## src/rtl/ss_pkg.sv

```systemverilog
package ss_pkg;
  typedef enum logic [2:0] {
    ST_IDLE   = 3'd0,
    ST_PRECHG = 3'd1,
    ST_FIXED  = 3'd2,
    ST_CLOSED = 3'd3,
    ST_REGUL  = 3'd4
  } ss_state_e;

  localparam logic [1:0] PH_IDLE   = 2'd0;
  localparam logic [1:0] PH_PRECHG = 2'd1;
  localparam logic [1:0] PH_FIXED  = 2'd2;
  localparam logic [1:0] PH_CLOSED = 2'd3;
endpackage

```

## src/rtl/ss_phase_fsm.sv

```systemverilog
module ss_phase_fsm
  import ss_pkg::*;
(
  input  logic      clk,
  input  logic      rst_n,
  input  logic      enable,
  input  logic      out_precharged,
  input  logic      out_above_knee,
  input  logic      out_in_window,
  output ss_state_e state,
  output logic      start
);
  ss_state_e state_nx;

  assign start = (state == ST_IDLE) && enable;

  always_comb begin
    state_nx = state;
    if (!enable) begin
      state_nx = ST_IDLE;
    end else begin
      unique case (state)
        ST_IDLE:   state_nx = ST_PRECHG;
        ST_PRECHG: if (out_precharged) state_nx = ST_FIXED;
        ST_FIXED:  if (out_above_knee) state_nx = ST_CLOSED;
        ST_CLOSED: if (out_in_window)  state_nx = ST_REGUL;
        ST_REGUL:  state_nx = ST_REGUL;
        default:   state_nx = ST_IDLE;
      endcase
    end
  end

  always_ff @(posedge clk or negedge rst_n) begin
    if (!rst_n) state <= ST_IDLE;
    else        state <= state_nx;
  end

  assert_idle_after_drop_R8: assert property (@(posedge clk) disable iff (!rst_n)
    !enable |=> state == ST_IDLE);

  assert_precharge_hold_R3: assert property (@(posedge clk) disable iff (!rst_n)
    (state == ST_PRECHG && enable && !out_precharged) |=> state == ST_PRECHG);
endmodule

```

## src/rtl/ss_ilim_ramp.sv

```systemverilog
module ss_ilim_ramp #(
  parameter int ILIM_W   = 4,
  parameter int ILIM_MIN = 4
) (
  input  logic              clk,
  input  logic              rst_n,
  input  logic              enable,
  input  logic              load,
  input  logic              run,
  input  logic              tick,
  output logic [ILIM_W-1:0] code
);
  localparam logic [ILIM_W-1:0] CODE_MAX = {ILIM_W{1'b1}};
  localparam logic [ILIM_W-1:0] CODE_MIN = ILIM_W'(ILIM_MIN);

  always_ff @(posedge clk or negedge rst_n) begin
    if (!rst_n)                            code <= '0;
    else if (!enable)                      code <= '0;
    else if (load)                         code <= CODE_MIN;
    else if (run && tick && code != CODE_MAX) code <= code + 1'b1;
  end

  assert_code_monotone_R7: assert property (@(posedge clk) disable iff (!rst_n)
    (run && $past(run) && enable) |-> code >= $past(code));

  assert_code_cleared_R8: assert property (@(posedge clk) disable iff (!rst_n)
    !enable |=> code == '0);
endmodule

```

## src/rtl/ss_duty_gen.sv

```systemverilog
module ss_duty_gen #(
  parameter int DUTY_PH = 4,
  parameter int DUTY_ON = 3
) (
  input  logic clk,
  input  logic rst_n,
  input  logic active,
  input  logic period_tick,
  output logic gate
);
  localparam int CW = (DUTY_PH > 1) ? $clog2(DUTY_PH) : 1;
  localparam logic [CW-1:0] LAST = CW'(DUTY_PH - 1);

  logic [CW-1:0] cnt;

  always_ff @(posedge clk or negedge rst_n) begin
    if (!rst_n)           cnt <= '0;
    else if (!active)     cnt <= '0;
    else if (period_tick) cnt <= (cnt == LAST) ? '0 : cnt + 1'b1;
  end

  generate
    if (DUTY_ON >= DUTY_PH) begin : g_full
      assign gate = active;
    end else begin : g_part
      assign gate = active && (int'(cnt) < DUTY_ON);
    end
  endgenerate

  assert_gate_recovers_R4: assert property (@(posedge clk) disable iff (!rst_n)
    (active && $past(active) && $past(period_tick) && !$past(gate)) |-> gate);

  assert_gate_holds_R4: assert property (@(posedge clk) disable iff (!rst_n)
    (active && $past(active) && !$past(period_tick)) |-> $stable(gate));
endmodule

```

## src/rtl/boost_softstart_seq.sv

```systemverilog
module boost_softstart_seq
  import ss_pkg::*;
#(
  parameter int ILIM_W   = 4,
  parameter int ILIM_MIN = 4,
  parameter int DUTY_PH  = 4,
  parameter int DUTY_ON  = 3
) (
  input  logic              clk,
  input  logic              rst_n,
  input  logic              enable,
  input  logic              out_precharged,
  input  logic              out_above_knee,
  input  logic              out_in_window,
  input  logic              ramp_tick,
  input  logic              period_tick,
  output logic [1:0]        phase,
  output logic              linear_on,
  output logic              fixed_gate,
  output logic              loop_on,
  output logic [ILIM_W-1:0] ilim_code,
  output logic              done
);
  ss_state_e state;
  logic      start;
  logic      in_fixed;
  logic      boosting;

  ss_phase_fsm u_fsm (
    .clk(clk), .rst_n(rst_n), .enable(enable),
    .out_precharged(out_precharged), .out_above_knee(out_above_knee),
    .out_in_window(out_in_window), .state(state), .start(start)
  );

  assign in_fixed  = (state == ST_FIXED);
  assign linear_on = (state == ST_PRECHG);
  assign loop_on   = (state == ST_CLOSED) || (state == ST_REGUL);
  assign done      = (state == ST_REGUL);
  assign boosting  = in_fixed || loop_on;

  always_comb begin
    unique case (state)
      ST_PRECHG:          phase = PH_PRECHG;
      ST_FIXED:           phase = PH_FIXED;
      ST_CLOSED, ST_REGUL: phase = PH_CLOSED;
      default:            phase = PH_IDLE;
    endcase
  end

  ss_ilim_ramp #(.ILIM_W(ILIM_W), .ILIM_MIN(ILIM_MIN)) u_ramp (
    .clk(clk), .rst_n(rst_n), .enable(enable), .load(start),
    .run(boosting), .tick(ramp_tick), .code(ilim_code)
  );

  ss_duty_gen #(.DUTY_PH(DUTY_PH), .DUTY_ON(DUTY_ON)) u_duty (
    .clk(clk), .rst_n(rst_n), .active(in_fixed),
    .period_tick(period_tick), .gate(fixed_gate)
  );

  assert_single_phase_R9: assert property (@(posedge clk) disable iff (!rst_n)
    $onehot0({linear_on, in_fixed, loop_on}));

  assert_done_kept_R6: assert property (@(posedge clk) disable iff (!rst_n)
    (done && enable) |=> done);

  assert_gate_only_fixed_R5: assert property (@(posedge clk) disable iff (!rst_n)
    loop_on |-> !fixed_gate);
endmodule

```

## config.mk

```make
export PLATFORM = sky130hd
export DESIGN_NAME = boost_softstart_seq
export DESIGN_NICKNAME = d
export VERILOG_FILES = /design/src/rtl/ss_pkg.sv /design/src/rtl/ss_phase_fsm.sv /design/src/rtl/ss_ilim_ramp.sv /design/src/rtl/ss_duty_gen.sv /design/src/rtl/boost_softstart_seq.sv
export SDC_FILE = /design/constraint.sdc
export NUM_CORES = 1
export LEC_CHECK = 0
export ABC_AREA = 1
export BUFFER_PORTS_ARGS = -buffer_cell sky130_fd_sc_hd__buf_2
export CORE_AREA = 2 2 39 41
export CTS_BUF_LIST = sky130_fd_sc_hd__clkbuf_8
export DETAILED_ROUTE_END_ITERATION = 8
export DIE_AREA = 0 0 41 43
export GPL_ROUTABILITY_DRIVEN = 0
export PLACE_DENSITY = 0.73
export SYNTH_ARGS = -nofsm -noshare
export SYNTH_HDL_FRONTEND = slang
export SYNTH_SLANG_ARGS = --single-unit
```

## constraint.sdc

```tcl
create_clock -name clk -period 1 [get_ports clk]
set_input_delay 0.2 -clock clk [delete_from_list [all_inputs] [get_ports clk]]
set_output_delay 0.2 -clock clk [all_outputs]
set_load 0.05 [all_outputs]
```

==> results of run 1 <==
==> area by class of cell <==
cell class | instances | area [um2] | share of cell area, %
Multi-Input combinational cell | 59 | 460 | 38.5
Timing Repair Buffer | 43 | 390 | 32.6
Sequential cell | 9 | 234 | 19.6
Inverter | 10 | 46.3 | 3.87
Clock buffer | 3 | 41.3 | 3.45
Tap cell | 16 | 20.0 | 1.67
Clock inverter | 1 | 3.75 | 0.314
==> how the worst max path moves through the flow <==
stage                     endpoint  slack [ps]  cells past startpoint
floorplan           u_ramp.code[2]        -270                      8
global placement          phase[1]        -290                      4
detailed placement      fixed_gate        -330                      4
CTS                       phase[0]        -410                      4
global route              phase[0]        -480                      4
finish                    phase[0]        -460                      4
==> registers in the layout, indices dropped and copies added, names as in the netlist <==
name	cells
u_ramp.code	4
u_fsm.state	3
u_duty.cnt	2
==> report_power, final <==
part | switching, uW | internal [uW] | total (uW)
clock | 161 | 269 | 430
combinational | 1390 | 1100 | 2490
sequential | 153 | 456 | 609
==> stage by stage <==
| step | hold slack (ps) | worst slack [ps] | power (uW) | utilization [%] |
|---|---|---|---|---|
| after floorplan | -95.6 | -275 | 1670 | - |
| after detailed placement | 63.5 | -333 | 2270 | 63.2 |
| final | 179 | -457 | 3530 | 86.4 |
| after CTS | 188 | -407 | 3290 | 82.8 |
| after global routing | 184 | -482 | 3670 | 86.4 |
| after global placement | 64.5 | -287 | 2200 | 63.2 |
==> critical path, stage by stage (launching register included) <==
cell     delay, ps
dfrtp_2        460
buf_4          170
nand3_4        120
nand3_2        100
buf_8          160
==> cell usage after synthesis <==
library cell / instances / share of area [%]
a21oi_2: 1 / 1.5
nor3_1: 1 / 0.86
nand2_1: 18 / 12
inv_1: 9 / 5.8
nor2_1: 10 / 6.5
nand2_4: 1 / 1.9
nand3_4: 1 / 3.0
a21o_1: 1 / 1.3
xnor2_1: 1 / 1.5
nand4_1: 5 / 5.4
a21oi_1: 3 / 2.6
ha_1: 2 / 4.3
a211oi_1: 1 / 1.3
nand3_1: 11 / 9.5
dfrtp_1: 9 / 39
inv_2: 1 / 0.65
nand2_2: 3 / 3.2
==> layer usage <==
| layer | part of all wire, % | global-route usage, % | routed length [um] | up-vias |
|---|---|---|---|---|
| met5 | 0 | 0 | 0 | - |
| met2 | 57 | 54.1 | 1390 | 26 |
| li1 | - | - | - | 354 |
| met1 | 37 | 32.1 | 892 | 374 |
| met4 | 2.0 | 14.0 | 48 | 0 |
| met3 | 3.6 | 7.85 | 86 | 5 |
==> cells by family after synthesis <==
logic type / count (synthesis)
XOR/XNOR: 1
flip-flops: 9
buffers and inverters: 10
AO/OA/AOI/OAI: 6
AND/OR/NAND/NOR: 50
adder cells (fa/ha/maj): 2
==> what timing repair did <==
action,CTS,global route
setup buffers,10,2
endpoints found under the hold margin,9,0
setup endpoints to repair,19,19
resized for setup,45,7
hold buffers,1,0
pin swaps,4,4
==> flow_metrics.py, run 1 <==
metrics = {
    "timing": {
        "max_slew.worst_pin.slew_ps": 285,
        "maxSlewViolCount": 0,
        "hold_viol": 0,
        "setup_viol": 19,
        "skew_ps": 4.43,
        "relSlewSlack_pct": 81.0,
        "fin_crit_ps": 1460,
        "finalCritPeriodShare_pct": 146,
        "totalNegativeSetupSlack_ps": -5070,
        "setup_slack_ps": -457,
        "rsz0062_at_grt": "yes",
        "timing.fmax_ghz": 0.686,
    },
    "layout": {
        "drive_gt1_share_pct": 62.4,
        "fin_area_um2": 1200,
        "nFillCells": 66,
        "syn_to_final_growth_pct": 106,
        "final_common_cell": "buf_4",
        "mostFrequentLayoutCells": "buf_4, nand2_1, buf_6",
        "layoutNonFillerInstCount": 141,
        "nNetsFinal": 136,
        "num_antenna_cells": 0,
    },
    "synth": {
        "synth_top_family_by_area": "simple AND/OR/NAND/NOR gates",
        "ys_ff_latch": 9,
        "synth-simple-area-share_pct": 42.1,
        "avgSynthCellArea_um2": 7.43,
        "synth_cells": 78,
        "synthesis.nets": 88,
        "ys_types": 17,
        "synth_mux_area_share_pct": 0,
        "netlist_area_um2": 579,
        "synth_fa_ha_area_share_pct": 4.32,
        "synth-compound-area-share_pct": 6.70,
        "ys_warn_count": 0,
        "ys_seq_area_share_pct": 38.9,
        "synth-xor-area-share_pct": 1.51,
    },
    "critical_path": {
        "startpoint": "u_fsm.state[0]",
        "worstSetupStartpointType": "flip-flop",
        "worstSetupPathType": "reg -> out",
        "r2r_cells": 8,
        "ff2ff_setup_slack_ps": -360,
        "worstPathMaxFanout": 5,
        "crit_path_end_kind": "output port",
        "crit_arrival_ps": 1260,
        "critPathRequiredTime_ps": 800,
        "reg2reg_to": "u_ramp.code[2]",
        "r2r_start": "u_fsm.state[0]",
    },
    "clock_network": {
        "tritoncts": "yes",
        "clock_sinks": 9,
        "root_buffer": "clkbuf_8",
        "cts_buffer_depth": 2,
        "cts_inserted_buffers": 3,
        "cts_max_level": 1,
        "clkTransAtPathRegs_ps": 50,
        "clk_latency_ps": 240,
    },
    "global_route": {
        "grt_usage_pct": 31.0,
        "grt_overflow": 0,
        "antenna_found_initial": 0,
        "grt_pass1_vias": 745,
        "grt_pass1_wl_um": 3430,
        "grt_start_max_net_pins": 10,
    },
    "detailed_routing": {
        "drc": 0,
        "ant_nets": 0,
        "wl_per_cell_um": 17.1,
        "vias": 759,
        "vias_per_cell": 5.38,
        "drt_iter0_drc": 26,
        "wirelength_um": 2410,
        "drt_pass1_iterations": 4,
    },
    "placement": {
        "dp_hpwl_um": 1350,
        "place_inst": 126,
        "placed_cell_area_um2": 875,
        "port_buffers": 17,
    },
    "power_and_ir_drop": {
        "cellLeakagePower_uw": 0.000617,
        "powerDensity_nw_per_um2": 2950,
        "max-vdd-ir-drop_mv": 2.80,
    },
    "floorplanning": {
        "start_util_pct": 41.9,
        "io_pins": 18,
        "num_rows": 14,
        "die_width_um": 41,
        "die_h_um": 43,
        "core_um2": 1380,
        "die_area_um2": 1760,
    },
    "flow_run": {
        "maxCapViolations": 0,
    },
    "status": {
        "status": "finished, violations left",
        "violations": "setup timing",
    },
    "min_path": {
        "min_from": "period_tick",
        "hold_path.class": "in -> reg",
        "hold_path_depth": 2,
        "min_to": "u_duty.cnt[0]",
    },
}
Power figures use the tool's default switching activity.
==> inputs of run 2 (changes only) <==
--- a/config.mk
+++ b/config.mk
@@ -7,12 +7,14 @@
 export LEC_CHECK = 0
 export ABC_AREA = 1
 export BUFFER_PORTS_ARGS = -buffer_cell sky130_fd_sc_hd__buf_2
-export CORE_AREA = 2 2 39 41
+export CORE_MARGIN = 2
+export CORE_UTILIZATION = 40
 export CTS_BUF_LIST = sky130_fd_sc_hd__clkbuf_8
 export DETAILED_ROUTE_END_ITERATION = 8
-export DIE_AREA = 0 0 41 43
 export GPL_ROUTABILITY_DRIVEN = 0
-export PLACE_DENSITY = 0.73
+export PLACE_DENSITY = 0.68
+export REMOVE_ABC_BUFFERS = 1
 export SYNTH_ARGS = -nofsm -noshare
 export SYNTH_HDL_FRONTEND = slang
 export SYNTH_SLANG_ARGS = --single-unit
+export TNS_END_PERCENT = 10
==> run 2 against run 1 <==
The flow still finishes with violations (setup timing). Combinational power shrank 11%. Sequential share of layout area rose by 1.7 points. Wire length shrank 30%. Power fell by 9.0%. Clock skew is 2.5 ps lower. Largest power group unchanged.
==> flow_metrics.py, run 2 (same netlist as run 1, synthesis figures left out) <==
metrics = {
    "status": {
        "status": "finished, violations left",
        "violations": "setup timing",
    },
    "detailed_routing": {
        "drt_iter0_drc": 23,
        "drc": 0,
        "wirelength_um": 1690,
        "ant_nets": 0,
        "vias": 678,
        "vias_per_cell": 5.02,
        "wl_per_cell_um": 12.5,
        "drt_pass1_iterations": 4,
    },
    "timing": {
        "hold_viol": 0,
        "max_slew.worst_pin.slew_ps": 223,
        "setup_viol": 18,
        "hold_ws_ps": 178,
        "skew_ps": 1.97,
        "rsz0062_at_grt": "yes",
        "fin_crit_ps": 1390,
        "timing.fmax_ghz": 0.720,
        "finalCritPeriodShare_pct": 139,
        "relSlewSlack_pct": 85.1,
        "setup_slack_ps": -390,
        "maxSlewViolCount": 0,
    },
    "layout": {
        "top_regs": "u_ramp.code (4), u_fsm.state (3), u_duty.cnt (2)",
        "layoutNonFillerInstCount": 135,
        "syn_to_final_growth_pct": 87.0,
        "final_common_cell": "nand2_1",
        "nNetsFinal": 131,
        "fin_util_pct": 81.2,
        "mostFrequentLayoutCells": "nand2_1, buf_4, buf_6",
        "drive_gt1_share_pct": 55.8,
        "largest_reg_flops": 4,
        "regMostFlops": "u_ramp.code",
        "fin_area_um2": 1080,
        "num_antenna_cells": 0,
        "nFillCells": 81,
    },
    "placement": {
        "place_inst": 128,
        "dp_hpwl_um": 1050,
        "placed_cell_area_um2": 818,
        "port_buffers": 17,
    },
    "critical_path": {
        "crit_path_top_delay_cell": "dfrtp_2",
        "path_buf_inv": 1,
        "worstPathMaxFanout": 5,
        "worstSetupStartpointType": "flip-flop",
        "worstSetupPathType": "reg -> out",
        "crit_path_frequent_cell": "nor2_4",
        "crit_path_end_kind": "output port",
        "crit_chain": "nor2_4, nand2_4, nor2_4, buf_6",
        "critPathTopFamily": "flip-flops",
        "crit_arrival_ps": 1190,
        "critPathRequiredTime_ps": 800,
        "cp_slowest_stage_delay_ps": 460,
    },
    "floorplanning": {
        "die_area_um2": 1770,
        "num_rows": 13,
        "io_pins": 18,
        "core_um2": 1330,
        "die_h_um": 42.1,
        "die_width_um": 42.1,
        "start_util_pct": 43.4,
    },
    "clock_network": {
        "root_buffer": "clkbuf_8",
        "cts_inserted_buffers": 3,
        "tritoncts": "yes",
        "clock_sinks": 9,
        "clkTransAtPathRegs_ps": 40,
        "cts_max_level": 1,
        "cts_buffer_depth": 2,
        "clk_latency_ps": 230,
    },
    "global_route": {
        "grt_start_max_net_pins": 10,
        "grt_overflow": 0,
        "grt_pass1_vias": 611,
        "grt_usage_pct": 19.6,
        "grt_pass1_wl_um": 2640,
        "antenna_found_initial": 0,
    },
    "min_path": {
        "hold_path.class": "in -> reg",
    },
    "power_and_ir_drop": {
        "powerDensity_nw_per_um2": 2970,
        "cellLeakagePower_uw": 0.000597,
        "max-vdd-ir-drop_mv": 1.91,
    },
    "flow_run": {
        "maxCapViolations": 0,
    },
}
==> run 2: changes by cell type in the layout (fill, tap and decap cells not counted), moves of 3 or more <==
cell	previous run	this run
buf_6	8	12
dfrtp_2	7	4
buf_4	20	14
buf_8	7	4
dfrtp_1	2	5
==> run 2: metrics by stage <==
stage | worst slack, ps | setup TNS [ps] | total power [uW]
after floorplan | -578 | -4260 | 1520
after global placement | -249 | -2830 | 2100
after detailed placement | -264 | -3080 | 2120
after CTS | -387 | -3840 | 3010
after global routing | -432 | -4800 | 3400
final | -390 | -3950 | 3210
==> run 2: what timing repair did <==
| item | in CTS | in global routing |
|---|---|---|
| hold buffers | 1 | 0 |
| endpoints found under the setup margin | 19 | 19 |
| resized for setup | 45 | 14 |
| setup buffers | 1 | 1 |
| hold endpoints to repair | 9 | 0 |
| pin swaps | 3 | 4 |
==> run 2: cell type report <==
type	instances	area, um2	share of cell area (%)
clock buffer	3	41.3	3.81
clock inverter	1	3.75	0.346
inverter	10	40.0	3.70
multi-input combinational	59	404	37.3
sequential	9	230	21.2
tap	15	18.8	1.73
timing repair buffer	38	345	31.9
==> run 2: final timing paths <==
| kind | to | slack [ps] | from | cells past startpoint |
|---|---|---|---|---|
| worst max register to register | u_ramp.code[2] | -240 | u_fsm.state[0] | 8 |
| worst min register to register | u_duty.cnt[1] | 530 | u_duty.cnt[1] | 2 |
| max in group asynchronous | u_fsm.state[2] | 440 | rst_n | 2 |
| worst max-delay path | fixed_gate | -390 | u_fsm.state[0] | 4 |
| worst min-delay path | u_duty.cnt[0] | 180 | period_tick | 2 |
| min in group asynchronous | u_duty.cnt[1] | 360 | rst_n | 2 |
==> run 2: layer usage <==
layer | up-vias | share of wire (%) | wire length, um | track usage, %
li1 | 343 | - | - | -
met4 | 0 | 0 | 0 | 3.75
met2 | 19 | 52 | 875 | 31.9
met1 | 316 | 42 | 709 | 24.8
met5 | - | 0 | 0 | 0
met3 | 0 | 5.9 | 100 | 7.76
==> run 2: report_power, final <==
part           leakage (uW)  internal [uW]  switching [uW]
clock network     0.0000269            267             136
logic              0.000454            987            1230
registers          0.000116            455             136
total              0.000597           1710            1500
